### src/rtl/cla_pkg.sv
package cla_pkg;

    // Radix of the lookahead tree: each unit combines this many children.
    localparam int RADIX = 4;

    // Generate / propagate pair carried through the tree.
    typedef struct packed {
        logic g;
        logic p;
    } gp_t;

    // Number of radix-4 levels needed to cover n bits (n is a power of 4).
    function automatic int levels_for(input int n);
        int r;
        int v;
        r = 0;
        v = n;
        while (v > 1) begin
            v = v / RADIX;
            r = r + 1;
        end
        return r;
    endfunction

    // Start of tree level lvl in the flat node array (level 0 = per-bit nodes).
    function automatic int level_base(input int width, input int lvl);
        int acc;
        acc = 0;
        for (int i = 0; i < lvl; i++) begin
            acc = acc + (width >> (2 * i));
        end
        return acc;
    endfunction

    // Total node count over levels 0 .. levels_for(width).
    function automatic int node_total(input int width);
        return level_base(width, levels_for(width) + 1);
    endfunction

endpackage

### src/rtl/cla_bit_gp.sv
module cla_bit_gp #(
    parameter int N = 16
) (
    input  logic [N-1:0]         a,
    input  logic [N-1:0]         b,
    output cla_pkg::gp_t [N-1:0] gp_o
);
    for (genvar i = 0; i < N; i++) begin : g_bit
        assign gp_o[i].g = a[i] & b[i];
        assign gp_o[i].p = a[i] ^ b[i];
    end
endmodule

### src/rtl/cla_lcu.sv
module cla_lcu (
    input  cla_pkg::gp_t [3:0] gp_i,
    input  logic               c_i,
    output logic [3:1]         c_o,
    output cla_pkg::gp_t       grp_o
);
    logic [3:0] g;
    logic [3:0] p;

    for (genvar j = 0; j < 4; j++) begin : g_split
        assign g[j] = gp_i[j].g;
        assign p[j] = gp_i[j].p;
    end

    // Flat two-level carries into children 1..3.
    assign c_o[1] = g[0] | (p[0] & c_i);
    assign c_o[2] = g[1] | (p[1] & g[0]) | (p[1] & p[0] & c_i);
    assign c_o[3] = g[2] | (p[2] & g[1]) | (p[2] & p[1] & g[0])
                  | (p[2] & p[1] & p[0] & c_i);

    // Summary pair for the parent level.
    assign grp_o.g = g[3] | (p[3] & g[2]) | (p[3] & p[2] & g[1])
                   | (p[3] & p[2] & p[1] & g[0]);
    assign grp_o.p = p[3] & p[2] & p[1] & p[0];

    always_comb begin

        all_prop_chk: assert (!grp_o.p || (c_o == {3{c_i}}))
            else $error("lookahead unit: full propagate but carries differ from carry-in");
        for (int j = 1; j < 4; j++) begin

            kill_gen_chk: assert (p[j-1] || (c_o[j] == g[j-1]))
                else $error("lookahead unit: non-propagating child %0d lost its own generate", j - 1);
        end
    end
endmodule

### src/rtl/cla_sum.sv
module cla_sum #(
    parameter int N = 16
) (
    input  logic [N-1:0] p,
    input  logic [N-1:0] c,
    output logic [N-1:0] s
);
    for (genvar i = 0; i < N; i++) begin : g_xor
        assign s[i] = p[i] ^ c[i];
    end
endmodule

### src/rtl/cla_adder.sv
module cla_adder #(
    parameter int WIDTH = 64
) (
    input  logic [WIDTH-1:0] a,
    input  logic [WIDTH-1:0] b,
    input  logic             cin,
    output logic [WIDTH-1:0] sum,
    output logic             cout,
    output logic             grp_g,
    output logic             grp_p
);
    import cla_pkg::*;

    localparam int LEVELS = levels_for(WIDTH);
    localparam int TOTAL  = node_total(WIDTH);
    localparam int TOP    = level_base(WIDTH, LEVELS);

    if (WIDTH != (1 << (2 * LEVELS)) || LEVELS < 2) begin : g_bad_width
        $error("cla_adder: WIDTH must be 16 or 64");
    end

    gp_t [TOTAL-1:0] node;
    logic [WIDTH:0]   c;
    logic [WIDTH-1:0] p_bits;

    // Level 0: per-bit generate / propagate.
    cla_bit_gp #(.N(WIDTH)) u_bit_gp (
        .a    (a),
        .b    (b),
        .gp_o (node[WIDTH-1:0])
    );

    // Levels 1..LEVELS: lookahead units. Unit k at level l spans 4^l bits.
    for (genvar l = 1; l <= LEVELS; l++) begin : g_lvl
        localparam int NUNITS = WIDTH >> (2 * l);
        localparam int CHILD  = 1 << (2 * (l - 1));
        localparam int IN_B   = level_base(WIDTH, l - 1);
        localparam int OUT_B  = level_base(WIDTH, l);
        for (genvar k = 0; k < NUNITS; k++) begin : g_unit
            localparam int BASE = k * CHILD * 4;
            logic [3:1] cc;
            cla_lcu u_lcu (
                .gp_i  (node[IN_B + 4*k + 3 : IN_B + 4*k]),
                .c_i   (c[BASE]),
                .c_o   (cc),
                .grp_o (node[OUT_B + k])
            );
            for (genvar j = 1; j < 4; j++) begin : g_cout
                assign c[BASE + j*CHILD] = cc[j];
            end
        end
    end

    assign c[0]     = cin;
    assign grp_g    = node[TOP].g;
    assign grp_p    = node[TOP].p;
    assign c[WIDTH] = grp_g | (grp_p & cin);
    assign cout     = c[WIDTH];

    for (genvar i = 0; i < WIDTH; i++) begin : g_pbits
        assign p_bits[i] = node[i].p;
    end

    cla_sum #(.N(WIDTH)) u_sum (
        .p (p_bits),
        .c (c[WIDTH-1:0]),
        .s (sum)
    );

    always_comb begin

        result_chk: assert ({cout, sum} ==
                            ({1'b0, a} + {1'b0, b} + {{WIDTH{1'b0}}, cin}))
            else $error("cla_adder: result differs from arithmetic sum");

        full_prop_chk: assert (!grp_p || ((sum == {WIDTH{~cin}}) && (cout == cin)))
            else $error("cla_adder: full propagate did not pass carry-in across word");
    end
endmodule

### config.mk
export PLATFORM = sky130hd
export DESIGN_NAME = cla_adder
export DESIGN_NICKNAME = d
export VERILOG_FILES = /design/src/rtl/cla_pkg.sv /design/src/rtl/cla_bit_gp.sv /design/src/rtl/cla_lcu.sv /design/src/rtl/cla_sum.sv /design/src/rtl/cla_adder.sv
export SDC_FILE = /design/constraint.sdc
export NUM_CORES = 1
export LEC_CHECK = 0
export ABC_CLOCK_PERIOD_IN_PS = 4600
export BUFFER_PORTS_ARGS = -buffer_cell sky130_fd_sc_hd__buf_2
export CAP_MARGIN = 20
export CORE_MARGIN = 1
export CORE_UTILIZATION = 51
export DETAILED_ROUTE_END_ITERATION = 8
export PLACE_DENSITY = 0.91
export SLEW_MARGIN = 40
export SYNTH_ARGS = -nofsm -noshare
export SYNTH_HDL_FRONTEND = slang
export SYNTH_SLANG_ARGS = --single-unit
### constraint.sdc
create_clock -name vclk -period 4.6
set_input_delay 0.23 -clock vclk [all_inputs]
set_output_delay 0.23 -clock vclk [all_outputs]
set_load 0.005 [all_outputs]
After elaboration in Yosys (flattened, before gate mapping)
Index checks and enable logic that the tools add are counted.
{ "word_totals": {"reg_bits": 0, "inputBits": 129, "out_inout_bits": 67, "wordCells": 698} }
{ "op_classes": {"bitwise_logic": 698} }
{ "op_table": {"columns": ["operator", "n"], "rows": [
  ["1-bit bitwise AND", 380],
  ["1-bit bitwise OR", 190],
  ["1-bit bitwise XOR", 128]
]} }

Depth between registers and ports, before layout
{ "logic_depth": {"depth_word": 18, "ltp_mapped": 11, "ltp_nobuf": 11} }

By module
Synthesis repeated with hierarchy kept, for this count alone.
{ "hier_totals": {"hier_cells": 318, "area_unflattened_um2": 2603.7} }
{ "modules_own_cells": {"columns": ["mod", "n_inst", "cells_each", "area_per_inst_um2", "seq_area_each_um2"], "rows": [
  ["cla_lcu", 21, 9, 58.8, 0.0],
  ["cla_bit_gp", 1, 64, 800.8, 0.0],
  ["cla_sum", 1, 64, 560.5, 0.0],
  ["cla_adder", 1, 1, 7.5, 0.0]
]} }

Worst setup path before layout
Ideal clock, no wire load.
{ "synth_timing": {"kind": "in2out", "startpoint": "input a[2]", "endpoint": "output sum[56]", "arrival_ps": 2592, "t_required_ps": 4370, "slack_ps": 1778, "stages": 9, "n_path_buf": 0, "cell_sequence": "ha_1 -> a21o_1 -> a221o_2 -> a221oi_4 -> a21oi_1 -> o21ai_0 -> and3_1 -> fa_1 -> inv_1"} }
{ "synth_via": {"elab_chain_cells": 13, "elab_cells_between_ends": 22, "cone_classes": "bitwise (22)"} }
{ "synth_rtl": {"columns": ["element", "line_no", "source"], "rows": [
  ["from (decl)", "cla_adder.sv:4", "input logic [WIDTH-1:0] a,"],
  ["1-bit bitwise AND / 1-bit bitwise XOR (equally long branches)", "cla_bit_gp.sv:9, cla_bit_gp.sv:10", null],
  ["1-bit bitwise AND, on equally long branches", "cla_lcu.sv:22, cla_lcu.sv:23, cla_lcu.sv:24", null],
  ["1-bit bitwise OR, or another cell as far along", "cla_lcu.sv:22", "assign grp_o.g = g[3] | (p[3] & g[2]) | (p[3] & p[2] & g[1])"],
  ["1-bit bitwise OR / 1-bit bitwise AND (equally long branches)", "cla_lcu.sv:22, cla_lcu.sv:23", null],
  ["1-bit bitwise OR", "cla_lcu.sv:23", "| (p[3] & p[2] & p[1] & g[0]);"],
  ["1-bit bitwise AND", "cla_lcu.sv:23", null],
  ["1-bit bitwise OR", "cla_lcu.sv:23", null],
  ["1-bit bitwise AND", "cla_lcu.sv:18", "assign c_o[3] = g[2] | (p[2] & g[1]) | (p[2] & p[1] & g[0])"],
  ["1-bit bitwise OR", "cla_lcu.sv:18", null],
  ["1-bit bitwise OR *", "cla_lcu.sv:19", "| (p[2] & p[1] & p[0] & c_i);"],
  ["1-bit bitwise AND *", "cla_lcu.sv:17", "assign c_o[2] = g[1] | (p[1] & g[0]) | (p[1] & p[0] & c_i);"],
  ["1-bit bitwise OR *", "cla_lcu.sv:17", null],
  ["1-bit bitwise XOR *", "cla_sum.sv:9", "assign s[i] = p[i] ^ c[i];"],
  ["to (decl)", "cla_adder.sv:7", "output logic [WIDTH-1:0] sum,"]
]} }
Every way passes the cells marked *; elsewhere a longest branch is shown, timed or not.

Worst setup path in the final report
Same ends and word-level chain as after synthesis.

==> flow_metrics.py <==
metrics = {
    "status": {
        "run_status": "finished clean",
    },
    "placed_design": {
        "numPortBuffers": 196,
        "place.gp.congestion": 0.892,
        "worst_case_setup_slack_after_placement_ns": 1.33,
        "detailed_place_hpwl_mm": 9.24,
    },
    "routing": {
        "postRouteAntennaNets": 0,
        "via_per_inst": 5.85,
        "drtPass1Iterations": 4,
        "drt_iter0_markers": 94,
        "remaining_drc_errors": 0,
        "detailroute.via_count": 4201,
        "detail_route.wirelength_mm": 10.3,
        "route.detailed.wl_per_inst_um": 14.4,
    },
    "global_route": {
        "grt_use_total": 0.289,
        "grt_antenna_before_repair": 0,
        "maximum_number_of_pins_on_one_net_before_global_route_repair": 10,
        "grt_first_pass_wirelength_mm": 17.5,
        "number_of_global_route_vias_before_repair": 4274,
        "overflow": 0,
    },
    "cts": {
        "cts-hold-fix-buffers": 0,
        "post_cts.resized_instances": 0,
        "cts_post_setup_buffers_inserted": 0,
    },
    "floorplanning": {
        "placement_rows": 29,
        "fp.dieArea_um2": 6980,
        "pin_count": 196,
        "die_h_um": 83.6,
        "die_width_um": 83.6,
        "coreArea_um2": 6390,
        "initial_utilization": 0.531,
    },
    "critical_path": {
        "critical_path_arrival_ns": 3.08,
        "worst_setup_path_start_kind": "primary input",
        "cp.required_ns": 4.37,
        "timing.setup.critical_path_class": "in -> out",
        "most_common_cell_type_on_the_critical_path": "sky130_fd_sc_hd__buf_2",
        "worst_path_max_delay_cell": "sky130_fd_sc_hd__a221o_2",
        "crit_family": "compound AO/OA/AOI/OAI gates",
        "crit_chain": "buf_2 > ha_1 > a21o_1 > a221o_2 > a221oi_4 > a21oi_1 > o21ai_0 > and3_1 > fa_1 > inv_1 > buf_2",
        "worst-path-buf-inv": 3,
        "end_kind": "output pin",
        "slowest_delay_ns": 0.47,
        "cp_max_fo": 5,
        "critical_path_cell_count": 11,
    },
    "pwr": {
        "power_density_nw_per_um2": 147,
        "static-leakage-power_uw": 0.00240,
        "ir_worst_vdd_v": 0.000104,
    },
    "worst_hold_path": {
        "timing.hold.worst.class": "in -> out",
        "holdPathStages": 4,
    },
    "synth": {
        "netlist_area_um2": 3390,
        "synth.net_count": 656,
        "ys_warn_count": 0,
        "synth_sequential_area_ratio": 0,
        "synth.avg_cell_area_um2": 7.59,
        "synth_cells": 447,
        "yosys.cell_types.count": 61,
    },
    "timing": {
        "postLayoutSetupSlackWorst_ns": 1.29,
        "fin_setup_tns_ns": 0,
        "timing.final.setup_violations": 0,
        "report.final.slew_viol_count": 0,
        "worst_slew_pin_slew_ns": 0.504,
        "timing.hold.ws_ns": 0.818,
        "finalCritPeriodShare": 0.720,
        "number_of_endpoints_with_negative_hold_slack_in_the_final_report": 0,
        "fin_crit_ns": 3.31,
        "timing.max_slew.rel_slack": 0.655,
        "fmax_mhz": 302,
        "rsz0062_at_grt": "false",
    },
    "finish": {
        "layout_commonest_cell": "sky130_fd_sc_hd__buf_2",
        "diodes": 0,
        "register_area_um2": 0,
        "sequential_cell_total": 0,
        "drive_gt1_frac": 0.323,
        "layout_common_cells": "sky130_fd_sc_hd__buf_2 (196), sky130_fd_sc_hd__ha_1 (64), sky130_fd_sc_hd__inv_1 (53)",
        "final_net_count": 852,
        "n_clock_buffer": 0,
        "area_growth_from_synthesis_to_final_layout_pct": 31.5,
    },
    "job": {
        "drv_cap": 0,
    },
}
-- routing by layer --
metal,global-route usage,vias to the layer above,wire (um)
met5,0,-,0
met4,0.0847,0,279
met2,0.578,179,5420
met3,0.0218,34,558
met1,0.319,1933,4050
li1,-,2055,-
-- tightest hold or removal path, stage by stage --
cell and delay [ns]:
sky130_fd_sc_hd__buf_2 0.12, sky130_fd_sc_hd__nand2_1 0.05, sky130_fd_sc_hd__nand3_1 0.08, sky130_fd_sc_hd__buf_2 0.11
-- power by group --
part           switching, uW  internal [uW]  leakage (uW)  total, uW
Combinational            339            318       0.00240        656
Clock                      0              0             0          0
Sequential                 0              0             0          0
-- cells by family (layout without fill, tap and decap cells) --
group / count (synthesis) / after routing / synth area share
compound gates: 136 / 136 / 0.289
fa+ha+maj: 80 / 80 / 0.330
simple gates: 138 / 138 / 0.221
xor+xnor: 37 / 37 / 0.0955
buf+inv: 55 / 249 / 0.0608
mux: 1 / 1 / 0.00295
-- cell usage after synthesis (3+ instances only) --
cell / n / area [um2]
sky130_fd_sc_hd__ha_1: 64 / 801
sky130_fd_sc_hd__inv_1: 53 / 199
sky130_fd_sc_hd__a21oi_1: 36 / 180
sky130_fd_sc_hd__nand2_1: 26 / 97.6
sky130_fd_sc_hd__xnor2_1: 25 / 219
sky130_fd_sc_hd__nor2_1: 24 / 90.1
sky130_fd_sc_hd__a21o_1: 16 / 120
sky130_fd_sc_hd__fa_1: 16 / 320
sky130_fd_sc_hd__o21ai_0: 16 / 80.1
sky130_fd_sc_hd__nand3_1: 12 / 60.1
sky130_fd_sc_hd__xor2_1: 12 / 105
sky130_fd_sc_hd__nor3_1: 11 / 55.1
sky130_fd_sc_hd__nand4_1: 9 / 56.3
sky130_fd_sc_hd__and3_1: 8 / 50.1
sky130_fd_sc_hd__nand2b_1: 7 / 43.8
sky130_fd_sc_hd__nand3b_1: 7 / 52.6
sky130_fd_sc_hd__o211ai_1: 7 / 52.6
sky130_fd_sc_hd__a31oi_1: 6 / 37.5
sky130_fd_sc_hd__o21bai_1: 6 / 45.0
sky130_fd_sc_hd__a221o_1: 5 / 50.1
sky130_fd_sc_hd__and2_1: 5 / 31.3
sky130_fd_sc_hd__and4_1: 5 / 43.8
sky130_fd_sc_hd__nor2b_1: 5 / 31.3
sky130_fd_sc_hd__o21a_1: 5 / 37.5
sky130_fd_sc_hd__a211oi_1: 4 / 30.0
sky130_fd_sc_hd__or2_2: 4 / 25.0
sky130_fd_sc_hd__nor4_1: 3 / 18.8
sky130_fd_sc_hd__o21ai_1: 3 / 15.0
sky130_fd_sc_hd__o31ai_1: 3 / 22.5
sky130_fd_sc_hd__or3_1: 3 / 18.8
-- worst paths after layout --
kind                  end  slack, ns  from
hold / removal       cout       0.82   cin
setup / recovery  sum[56]       1.29  a[2]
-- metrics by stage --
step / total power [uW] / utilization / std cells / cell area [um2]
after floorplan: 395 / - / 447 / 3390
after global placement: 626 / 0.699 / 718 / 4460
after detailed placement: 651 / 0.699 / 718 / 4460
after CTS: 654 / 0.699 / 718 / 4460
after global routing: 729 / 0.699 / 718 / 4460
final: 656 / 0.699 / 718 / 4460
-- cell type report --
type,instances,area (um2)
timing repair buffer,196,981
tap,77,96.3
fill,542,1920
multi-input combinational,392,3190
inverter,53,199
No activity file was read; power rests on OpenSTA's default activity.
